`config.mk`:
```
export PLATFORM = sky130hd
export DESIGN_NAME = pwm_subcycle_oc
export DESIGN_NICKNAME = d
export VERILOG_FILES = /design/src/rtl/pwm_oc_pkg.sv /design/src/rtl/pwm_oc_tick.sv /design/src/rtl/pwm_oc_timebase.sv /design/src/rtl/pwm_oc_shadow.sv /design/src/rtl/pwm_oc_edge.sv /design/src/rtl/pwm_subcycle_oc.sv
export SDC_FILE = /design/constraint.sdc
export NUM_CORES = 1
export LEC_CHECK = 0
export ABC_AREA = 1
export ABC_CLOCK_PERIOD_IN_PS = 1600
export CAP_MARGIN = 5
export CORE_UTILIZATION = 40
export DETAILED_ROUTE_END_ITERATION = 10
export PLACE_DENSITY = 0.64
export SLEW_MARGIN = 20
export SYNTH_ARGS = -nofsm -noshare
export SYNTH_HDL_FRONTEND = slang
export SYNTH_SLANG_ARGS = --single-unit
```
`constraint.sdc`:
```
create_clock -name clk -period 1.6 [get_ports clk]
set_input_delay 0.16 -clock clk [delete_from_list [all_inputs] [get_ports clk]]
set_output_delay 0.16 -clock clk [all_outputs]
set_load 0.005 [all_outputs]
```
`src/rtl/pwm_oc_pkg.sv`:
```
package pwm_oc_pkg;

  localparam logic [2:0] MODE_DIRECT = 3'b001;
  localparam logic [2:0] MODE_PWM_LO = 3'b110;
  localparam logic [2:0] MODE_PWM_HI = 3'b111;

  localparam int unsigned PRE_DIV_MAX = 64;

  typedef struct packed {
    logic run;       // counter and output active
    logic buffered;  // compare and fraction come from shadow registers
  } mode_dec_t;

  function automatic mode_dec_t decode_mode(input logic [2:0] m);
    mode_dec_t d;
    d.run      = (m == MODE_DIRECT) || (m == MODE_PWM_LO) || (m == MODE_PWM_HI);
    d.buffered = (m == MODE_PWM_LO) || (m == MODE_PWM_HI);
    return d;
  endfunction

  // tick division ratio for the prescaler select
  function automatic int unsigned pre_div(input logic en, input logic [1:0] sel);
    int unsigned r;
    if (!en) r = 1;
    else begin
      case (sel)
        2'b00:   r = 1;
        2'b01:   r = 4;
        2'b10:   r = 8;
        default: r = PRE_DIV_MAX;
      endcase
    end
    return r;
  endfunction

endpackage

```
`src/rtl/pwm_oc_tick.sv`:
```
module pwm_oc_tick #(
  parameter int unsigned SUB_DIV = 4,
  parameter int unsigned PRE_MAX = pwm_oc_pkg::PRE_DIV_MAX
) (
  input  logic       clk,
  input  logic       rst_n,
  input  logic       run,
  input  logic       pre_en,
  input  logic [1:0] pre_sel,
  output logic       cnt_tick
);
  import pwm_oc_pkg::*;

  localparam int unsigned PC_W = (PRE_MAX > 1) ? $clog2(PRE_MAX) : 1;

  logic            itick;
  logic [PC_W-1:0] pc_q, pc_d, div_m1;

  generate
    if (SUB_DIV > 1) begin : g_phase
      localparam int unsigned PH_W = $clog2(SUB_DIV);
      localparam logic [PH_W-1:0] PH_LAST = PH_W'(SUB_DIV - 1);
      logic [PH_W-1:0] ph_q, ph_d;

      always_comb begin
        ph_d = ph_q;
        if (!run)               ph_d = '0;
        else if (ph_q == PH_LAST) ph_d = '0;
        else                    ph_d = ph_q + 1'b1;
      end

      always_ff @(posedge clk or negedge rst_n) begin
        if (!rst_n) ph_q <= '0;
        else        ph_q <= ph_d;
      end

      assign itick = run && (ph_q == PH_LAST);
    end else begin : g_nophase
      assign itick = run;
    end
  endgenerate

  assign div_m1 = PC_W'(pre_div(pre_en, pre_sel) - 1);

  always_comb begin
    pc_d = pc_q;
    if (!run)       pc_d = '0;
    else if (itick) pc_d = (pc_q >= div_m1) ? '0 : pc_q + 1'b1;
  end

  always_ff @(posedge clk or negedge rst_n) begin
    if (!rst_n) pc_q <= '0;
    else        pc_q <= pc_d;
  end

  assign cnt_tick = itick && (pc_q >= div_m1);

endmodule

```
`src/rtl/pwm_oc_timebase.sv`:
```
module pwm_oc_timebase #(
  parameter int unsigned CNT_W = 16
) (
  input  logic             clk,
  input  logic             rst_n,
  input  logic             run,
  input  logic             cnt_tick,
  input  logic [CNT_W-1:0] period_i,
  output logic             wrap,
  output logic             adv,
  output logic [CNT_W-1:0] tmr_nxt
);

  logic [CNT_W-1:0] tmr_q, tmr_d;

  assign wrap    = cnt_tick && (tmr_q == period_i);
  assign adv     = cnt_tick && !wrap;
  assign tmr_nxt = (tmr_q == period_i) ? '0 : tmr_q + 1'b1;

  always_comb begin
    tmr_d = tmr_q;
    if (!run)          tmr_d = '0;
    else if (cnt_tick) tmr_d = tmr_nxt;
  end

  always_ff @(posedge clk or negedge rst_n) begin
    if (!rst_n) tmr_q <= '0;
    else        tmr_q <= tmr_d;
  end

endmodule

```
`src/rtl/pwm_oc_shadow.sv`:
```
module pwm_oc_shadow #(
  parameter int unsigned CNT_W  = 16,
  parameter int unsigned FRAC_W = 2
) (
  input  logic              clk,
  input  logic              rst_n,
  input  logic              load,
  input  logic [CNT_W-1:0]  cmp_i,
  input  logic [FRAC_W-1:0] frac_i,
  output logic [CNT_W-1:0]  cmp_q,
  output logic [FRAC_W-1:0] frac_q
);

  logic [CNT_W-1:0]  cmp_d;
  logic [FRAC_W-1:0] frac_d;

  always_comb begin
    cmp_d  = cmp_q;
    frac_d = frac_q;
    if (load) begin
      cmp_d  = cmp_i;
      frac_d = frac_i;
    end
  end

  always_ff @(posedge clk or negedge rst_n) begin
    if (!rst_n) begin
      cmp_q  <= '0;
      frac_q <= '0;
    end else begin
      cmp_q  <= cmp_d;
      frac_q <= frac_d;
    end
  end

endmodule

```
`src/rtl/pwm_oc_edge.sv`:
```
module pwm_oc_edge #(
  parameter int unsigned CNT_W  = 16,
  parameter int unsigned FRAC_W = 2
) (
  input  logic              clk,
  input  logic              rst_n,
  input  logic              run,
  input  logic              wrap,
  input  logic              adv,
  input  logic [CNT_W-1:0]  tmr_nxt,
  input  logic [CNT_W-1:0]  cmp_eff,
  input  logic [FRAC_W-1:0] frac_eff,
  input  logic [CNT_W-1:0]  cmp_new,
  output logic              pwm_o
);

  logic              out_q, out_d;
  logic [FRAC_W-1:0] dly_q, dly_d;
  logic              match;

  assign match = adv && (tmr_nxt == cmp_eff);

  always_comb begin
    out_d = out_q;
    dly_d = dly_q;
    if (!run) begin
      out_d = 1'b0;
      dly_d = '0;
    end else begin
      if (dly_q != '0) begin
        dly_d = dly_q - 1'b1;
        if (dly_q == FRAC_W'(1)) out_d = 1'b0;
      end
      if (wrap) begin
        out_d = |cmp_new;
        dly_d = '0;
      end else if (match) begin
        if (frac_eff == '0) out_d = 1'b0;
        else                dly_d = frac_eff;
      end
    end
  end

  always_ff @(posedge clk or negedge rst_n) begin
    if (!rst_n) begin
      out_q <= 1'b0;
      dly_q <= '0;
    end else begin
      out_q <= out_d;
      dly_q <= dly_d;
    end
  end

  assign pwm_o = out_q;

endmodule

```
`src/rtl/pwm_subcycle_oc.sv`:
```
module pwm_subcycle_oc #(
  parameter int unsigned CNT_W   = 16,
  parameter int unsigned SUB_DIV = 4,
  parameter int unsigned PRE_MAX = pwm_oc_pkg::PRE_DIV_MAX,
  localparam int unsigned FRAC_W = (SUB_DIV > 1) ? $clog2(SUB_DIV) : 1
) (
  input  logic              clk,
  input  logic              rst_n,
  input  logic [2:0]        mode_i,
  input  logic [CNT_W-1:0]  period_i,
  input  logic [CNT_W-1:0]  compare_i,
  input  logic [FRAC_W-1:0] frac_i,
  input  logic              pre_en_i,
  input  logic [1:0]        pre_sel_i,
  output logic              pwm_o
);
  import pwm_oc_pkg::*;

  logic [1:0]        sync_q;
  logic              rst_int_n;
  mode_dec_t         md;
  logic              cnt_tick, wrap, adv, load;
  logic [CNT_W-1:0]  tmr_nxt, cmp_q, cmp_eff;
  logic [FRAC_W-1:0] frac_q, frac_eff;

  // asynchronous assertion, synchronous release
  always_ff @(posedge clk or negedge rst_n) begin
    if (!rst_n) sync_q <= 2'b00;
    else        sync_q <= {sync_q[0], 1'b1};
  end
  assign rst_int_n = sync_q[1];

  assign md = decode_mode(mode_i);

  pwm_oc_tick #(.SUB_DIV(SUB_DIV), .PRE_MAX(PRE_MAX)) u_tick (
    .clk(clk), .rst_n(rst_int_n), .run(md.run),
    .pre_en(pre_en_i), .pre_sel(pre_sel_i), .cnt_tick(cnt_tick)
  );

  pwm_oc_timebase #(.CNT_W(CNT_W)) u_tb (
    .clk(clk), .rst_n(rst_int_n), .run(md.run), .cnt_tick(cnt_tick),
    .period_i(period_i), .wrap(wrap), .adv(adv), .tmr_nxt(tmr_nxt)
  );

  assign load = !md.run || (wrap && md.buffered);

  pwm_oc_shadow #(.CNT_W(CNT_W), .FRAC_W(FRAC_W)) u_shadow (
    .clk(clk), .rst_n(rst_int_n), .load(load),
    .cmp_i(compare_i), .frac_i(frac_i), .cmp_q(cmp_q), .frac_q(frac_q)
  );

  assign cmp_eff  = md.buffered ? cmp_q  : compare_i;
  assign frac_eff = md.buffered ? frac_q : '0;

  pwm_oc_edge #(.CNT_W(CNT_W), .FRAC_W(FRAC_W)) u_edge (
    .clk(clk), .rst_n(rst_int_n), .run(md.run), .wrap(wrap), .adv(adv),
    .tmr_nxt(tmr_nxt), .cmp_eff(cmp_eff), .frac_eff(frac_eff),
    .cmp_new(compare_i), .pwm_o(pwm_o)
  );

endmodule

```
==> reports/qor.csv, run 1 <==
metric,value,unit
worstPathCellList,"buf_8, o21ai_4, inv_2, ha_4, xnor2_2, ha_1, nand2_1, inv_2, nand4_1, o2111ai_2, nand2_2, nor2_4, inv_2, o21ai_4, clkbuf_16, mux2_4",
yosysWarnings,0,
rows,32,
cp_common_cell,inv_2,
n_fill_cell,659,
hold_viol_final,0,
crit_buf_inv,5,
synth_edf_count,0,
vdd_drop_max,0.0003598,V
use_met2,0.3750,
regArea,1177,sq um
top_level_ports,43,
grt_usage,0.2259,
cts.clk_slew.worst_paths,0.10,ns
min_period,2.161,ns
drt_iter0_drc,123,
min_path_type,reg2async,
use_met3,0.02602,
synth-seq-area-share,0.3518,
crit_type,in2reg,
holdWs,0.2454,ns
end_kind,register,
place_ws,-1.357,ns
maxSlewViolCount,0,
clock_latency,0.31,ns
p_leak,2.538,nW
status,finished with violations,
wl_per_cell,13.05,um
instances_no_fill,720,
n_antenna_cell,0,
die_w,93.42,um
dp_hpwl,6.581,mm
port_buffers,42,
drt_pre_antenna_iters,4,
cellPowerDensity,535.3,nW/um^2
final_common_cell,nand2_1,
vias,3449,
async_flop_share,1.000,
start_util,0.4239,
avgSynthCellArea,7.098,sq um
tns,-18.27,ns
cp_data_required_time,1.80,ns
grt_max_degree,46,
cts_sinks,47,
rsz0062_at_grt,true,
fin_crit_sh,1.351,
die_area,8727,sq um
grt_pass1_wl,15.59,mm
cts_buffer_depth,2,
area_growth,55.28,%
nets,669,
via_per_inst,4.790,
gp_congestion,0.8756,
cts_tree,built,
rrSetupSlack,-0.53,ns
placed_cells,697,
drv_cap,0,
skew,0.007861,ns
grt_pass1_vias,3394,
grt_antenna_before_repair,0,
ys_ff_latch,47,
relSlewSlack,0.6513,
cts_root_buffer,clkbuf_8,
failed_checks,negative setup slack,
ys.flop_type,dfrtp_1,
drive_above_1_share,0.3673,
layout_common_cells,"nand2_1 (112), buf_4 (92), inv_1 (58), dfrtp_1 (46), clkdlybuf4s50_1 (39)",
core_area,7888,sq um
fmax,462.6,MHz
path_max_fanout,8,
utilization,0.6582,
gr-usage-met1,0.3088,
synth_cell_types,36,
setup_violations,43,
setup_ws,-0.5615,ns
die_h,93.42,um
cts_buffers,5,
multi_input_area,2158,sq um
postRouteAntennaNets,0,
critical-path-max-stage-delay,0.30,ns
grt_overflow_total,0,
cpLargestDelayFamily,buffers and inverters,
startpoint_type,primary input,
drt_wl_total,9.399,mm
worst_slew_pin_slew,0.5176,ns
top_usage_layer,met2,
cts-htree-levels,2,
arrival,2.36,ns
synthCells,471,
syn_area,3343,sq um
drcViolationCount,0,
syn_nets,523,
cp_slowest_cell,mux2_4,
## sequential cells by signal, summed over array words and instances (netlist names)
name / flops
u_shadow.cmp_q: 16
u_tb.tmr_q: 16
u_tick.pc_q: 6
sync_q: 2
u_edge.dly_q: 2
u_shadow.frac_q: 2
u_tick.g_phase.ph_q: 2
u_edge.pwm_o: 1
## worst register-to-register path, stage by stage (launching register included)
cell     delay, ns
dfrtp_1       0.39
inv_2         0.05
nand2_1       0.05
nand2_1       0.06
nor2_2        0.15
nand2_2       0.08
nor2_4        0.17
nand2_4       0.13
buf_12        0.17
nand3_2       0.06
nand2_1       0.06
nor2_1        0.11
nand3_1       0.12
nor2_2        0.17
nand2_2       0.11
o21ai_2       0.12
nor2_1        0.05
## cell type report
cell class / count / share of cell area
clock buffer: 5 / 0.01326
clock inverter: 3 / 0.008436
inverter: 74 / 0.05399
multi-input combinational: 341 / 0.4158
sequential: 47 / 0.2268
tap: 102 / 0.02458
timing repair buffer: 148 / 0.2572
## path summary, 6_finish.rpt
check	start	end	cells past startpoint
max in group asynchronous	rst_n	sync_q[1]	2
hold / removal	sync_q[1]	u_shadow.frac_q[0]	1
min in group clk	sync_q[0]	sync_q[1]	0
setup reg to reg	u_tb.tmr_q[13]	u_edge.dly_q[0]	16
setup / recovery	pre_sel_i[0]	u_shadow.cmp_q[9]	16
hold reg to reg	sync_q[1]	u_shadow.frac_q[0]	1
## cell families (layout without fill, tap and decap cells)
logic type      count (synthesis)  count (layout)  synth area share
compound gates                 58              58            0.1033
xor+xnor                       16              16           0.04192
fa+ha+maj                      10              10           0.03743
buf+inv                        84             230            0.1048
flops                          47              47            0.3518
mux                            14              14           0.04716
other cells                     1               1          0.001122
simple gates                  241             242            0.3125
## metal layers
layer  vias up  part of all wire  routed length [um]
met5         -                 0                   0
met4         0             0.012                 113
met3        10             0.033                 314
met2        67              0.47                4420
met1      1576              0.48                4550
li1       1796                 -                   -
## what timing repair did
action | in CTS | in global routing
setup buffers | 6 | 5
endpoints found under the hold margin | 2 | 0
gates resized for setup | 49 | 52
setup endpoints to repair | 43 | 43
pin swaps | 14 | 31
hold buffers | 1 | 0
cloned | 2 | 2
## Yosys cell counts (2+ instances only)
cell type  count  area (sq um)
nand2_1      135         506.7
nand2_2        5         31.28
xor2_1        14         122.6
inv_1         68         255.2
ha_1          10         125.1
nand3_1       26         130.1
clkbuf_1       4         15.01
or2_2         14         87.58
nor3_1         4         20.02
nand3b_1       3         22.52
nor4_1         4         25.02
dfrtp_1       47          1176
buf_6          4         45.04
o22ai_1       19         118.9
mux2_2        13         146.4
inv_2          6         22.52
o21ai_0       26         130.1
nor2_1        40         150.1
xnor2_1        2         17.52
nand4_1        4         25.02
a21oi_1        5         25.02
nor2_2         4         25.02
## where the power goes
group          leakage, nW  internal, mW  switching (mW)  total [mW]
clock               0.0581         0.466           0.431       0.897
combinational         1.87         0.328           0.284       0.612
sequential           0.610          1.24          0.0280        1.27
## through the flow
step           total power, mW  instance area [sq um]
5_1_grt                  2.918                   5191
4_1_cts                  2.785                   4990
3_5_place_dp             1.837                   4631
6_report                 2.779                   5191
2_1_floorplan            1.585                   3431
3_3_place_gp             1.818                   4631
Power figures use the tool's default switching activity.
==> inputs of run 2 (changes only) <==
--- a/config.mk
+++ b/config.mk
@@ -11,6 +11,7 @@
 export CORE_UTILIZATION = 40
 export DETAILED_ROUTE_END_ITERATION = 10
 export PLACE_DENSITY = 0.64
+export SETUP_SLACK_MARGIN = 0.4
 export SLEW_MARGIN = 20
 export SYNTH_ARGS = -nofsm -noshare
 export SYNTH_HDL_FRONTEND = slang
==> reports/qor.csv, run 2 (synthesized netlist as in run 1, its figures left out) <==
metric,value,unit
start_util,0.4239,
use_met3,0.03089,
wl_per_cell,13.71,um
gr-usage-met1,0.3107,
r2r_start,u_tb.tmr_q[0],
cellPowerDensity,524.1,nW/um^2
r2r_cells,16,
vdd_drop_max,0.0003686,V
cp_data_required_time,1.80,ns
failed_checks,negative setup slack,
largestRegisters,"u_shadow.cmp_q x16, u_tb.tmr_q x16, u_tick.pc_q x6",
drive_above_1_share,0.3856,
min_path_type,reg2async,
total_power,2.860,mW
cts_sinks,47,
die_w,93.42,um
share_comb_of_total_power,0.228,
drt_pre_antenna_iters,4,
fin_crit_sh,1.409,
n_antenna_cell,0,
cts_root_buffer,clkbuf_8,
status,finished with violations,
grt_pass1_vias,3421,
top_usage_layer,met2,
drv_cap,0,
cts_buffer_depth,2,
path_max_fanout,7,
grt_usage,0.2271,
utilization,0.6919,
die_area,8727,sq um
rows,32,
top_level_ports,43,
layout_common_cells,"nand2_1 (117), buf_4 (108), inv_1 (62), dfrtp_1 (46), clkdlybuf4s50_1 (38)",
critPathLaunch,pre_sel_i[0],
end_kind,register,
cts_buffers,5,
dp_hpwl,6.517,mm
arrival,2.45,ns
rsz0062_at_grt,true,
cts-htree-levels,2,
rrSetupSlack,-0.61,ns
area_growth,63.25,%
cts.clk_slew.worst_paths,0.09,ns
setup_ws,-0.6537,ns
p_leak,2.654,nW
nets,689,
grt_overflow_total,0,
r2r-end,u_edge.dly_q[0],
vias,3670,
startpoint_type,primary input,
design_area,5458,sq um
drt_iter0_drc,243,
skew,0.01403,ns
p_sw,0.7514,mW
gp_congestion,0.9002,
clock_latency,0.31,ns
die_h,93.42,um
p_int,2.109,mW
grt_pass1_wl,15.62,mm
hold_viol_final,0,
maxSlewViolCount,0,
postRouteAntennaNets,0,
power.share.switching,0.2627,
cts_tree,built,
seq_power_share,0.446,
grt_antenna_before_repair,0,
min_period,2.254,ns
fmax,443.7,MHz
grt_max_degree,20,
drt_wl_total,10.15,mm
core_area,7888,sq um
setup_violations,43,
dpl_cell_area,4626,sq um
p_clk_frac,0.326,
port_buffers,42,
use_met2,0.3713,
via_per_inst,4.959,
drcViolationCount,0,
final_common_cell,nand2_1,
crit_type,in2reg,
crit_end,u_shadow.cmp_q[6],
[run 2: worst min-delay path by stage]
stage,depth (start not counted),slack (ns),from,endpoint
global placement,0,0.19,sync_q[1],u_edge.dly_q[0]
detailed placement,0,0.19,sync_q[1],u_shadow.frac_q[0]
finish,0,0.18,sync_q[1],u_edge.pwm_o
CTS,1,0.003,rst_n,sync_q[0]
global route,0,0.22,sync_q[1],u_edge.pwm_o
floorplan,0,-0.14,rst_n,sync_q[0]
[run 2: area by class of cell]
class	instances	area [sq um]
clock buffer	6	82.58
clock inverter	2	35.03
fill	601	2430
inverter	74	280.3
multi-input combinational	341	2211
sequential	47	1177
tap	102	127.6
timing repair buffer	168	1544
[run 2: what timing repair did]
action,in CTS,in global routing
resized for setup,65,47
hold endpoints to repair,0,2
hold buffers,0,1
pin swaps,26,30
endpoints found under the setup margin,44,44
setup buffers,17,9
cloned,4,3
[run 2: power groups by stage]
stage / Sequential (mW) / Clock (mW) / Combinational [mW]
after floorplan: 1.30 / 0 / 0.287
after CTS: 1.28 / 0.938 / 0.618
after global placement: 1.30 / 0 / 0.517
after global routing: 1.28 / 0.994 / 0.711
after detailed placement: 1.30 / 0 / 0.531
final: 1.28 / 0.933 / 0.652
[run 2: metrics by stage]
stage | TNS [ns] | instances | setup WS, ns | hold slack, ns
4_1_cts | -17.95 | 727 | -0.6133 | 0.002848
3_3_place_gp | -47.10 | 698 | -1.288 | 0.1865
3_5_place_dp | -49.45 | 698 | -1.345 | 0.1938
6_report | -19.50 | 740 | -0.6537 | 0.1845
2_1_floorplan | -18.25 | 471 | -0.7562 | -0.1356
5_1_grt | -23.98 | 740 | -0.7504 | 0.2218
[run 2: worst max-delay path: stages]
cell	delay (ns)
buf_8	0.10
o21ai_4	0.15
inv_2	0.07
ha_4	0.16
xnor2_2	0.13
ha_1	0.30
nand2_1	0.05
inv_1	0.06
o211ai_1	0.09
o2111ai_2	0.12
nand2_2	0.11
nor2_4	0.11
inv_2	0.06
o21ai_4	0.20
buf_6	0.15
buf_16	0.12
mux2_4	0.29
[run 2: routing by layer]
layer  vias up  routed length [um]
met2        98                4775
met1      1717                4676
met5         -                   0
li1       1840                   -
met4         0                 206
met3        15                 488
==> inputs of run 3 (changes only) <==
--- a/config.mk
+++ b/config.mk
@@ -9,6 +9,7 @@
 export ABC_CLOCK_PERIOD_IN_PS = 1600
 export CAP_MARGIN = 5
 export CORE_UTILIZATION = 40
+export CTS_CLUSTER_DIAMETER = 200
 export DETAILED_ROUTE_END_ITERATION = 10
 export PLACE_DENSITY = 0.64
 export SETUP_SLACK_MARGIN = 0.4
==> results of run 3 <==
Same layout as run 2: the final DEF is identical, and so are final timing and power.
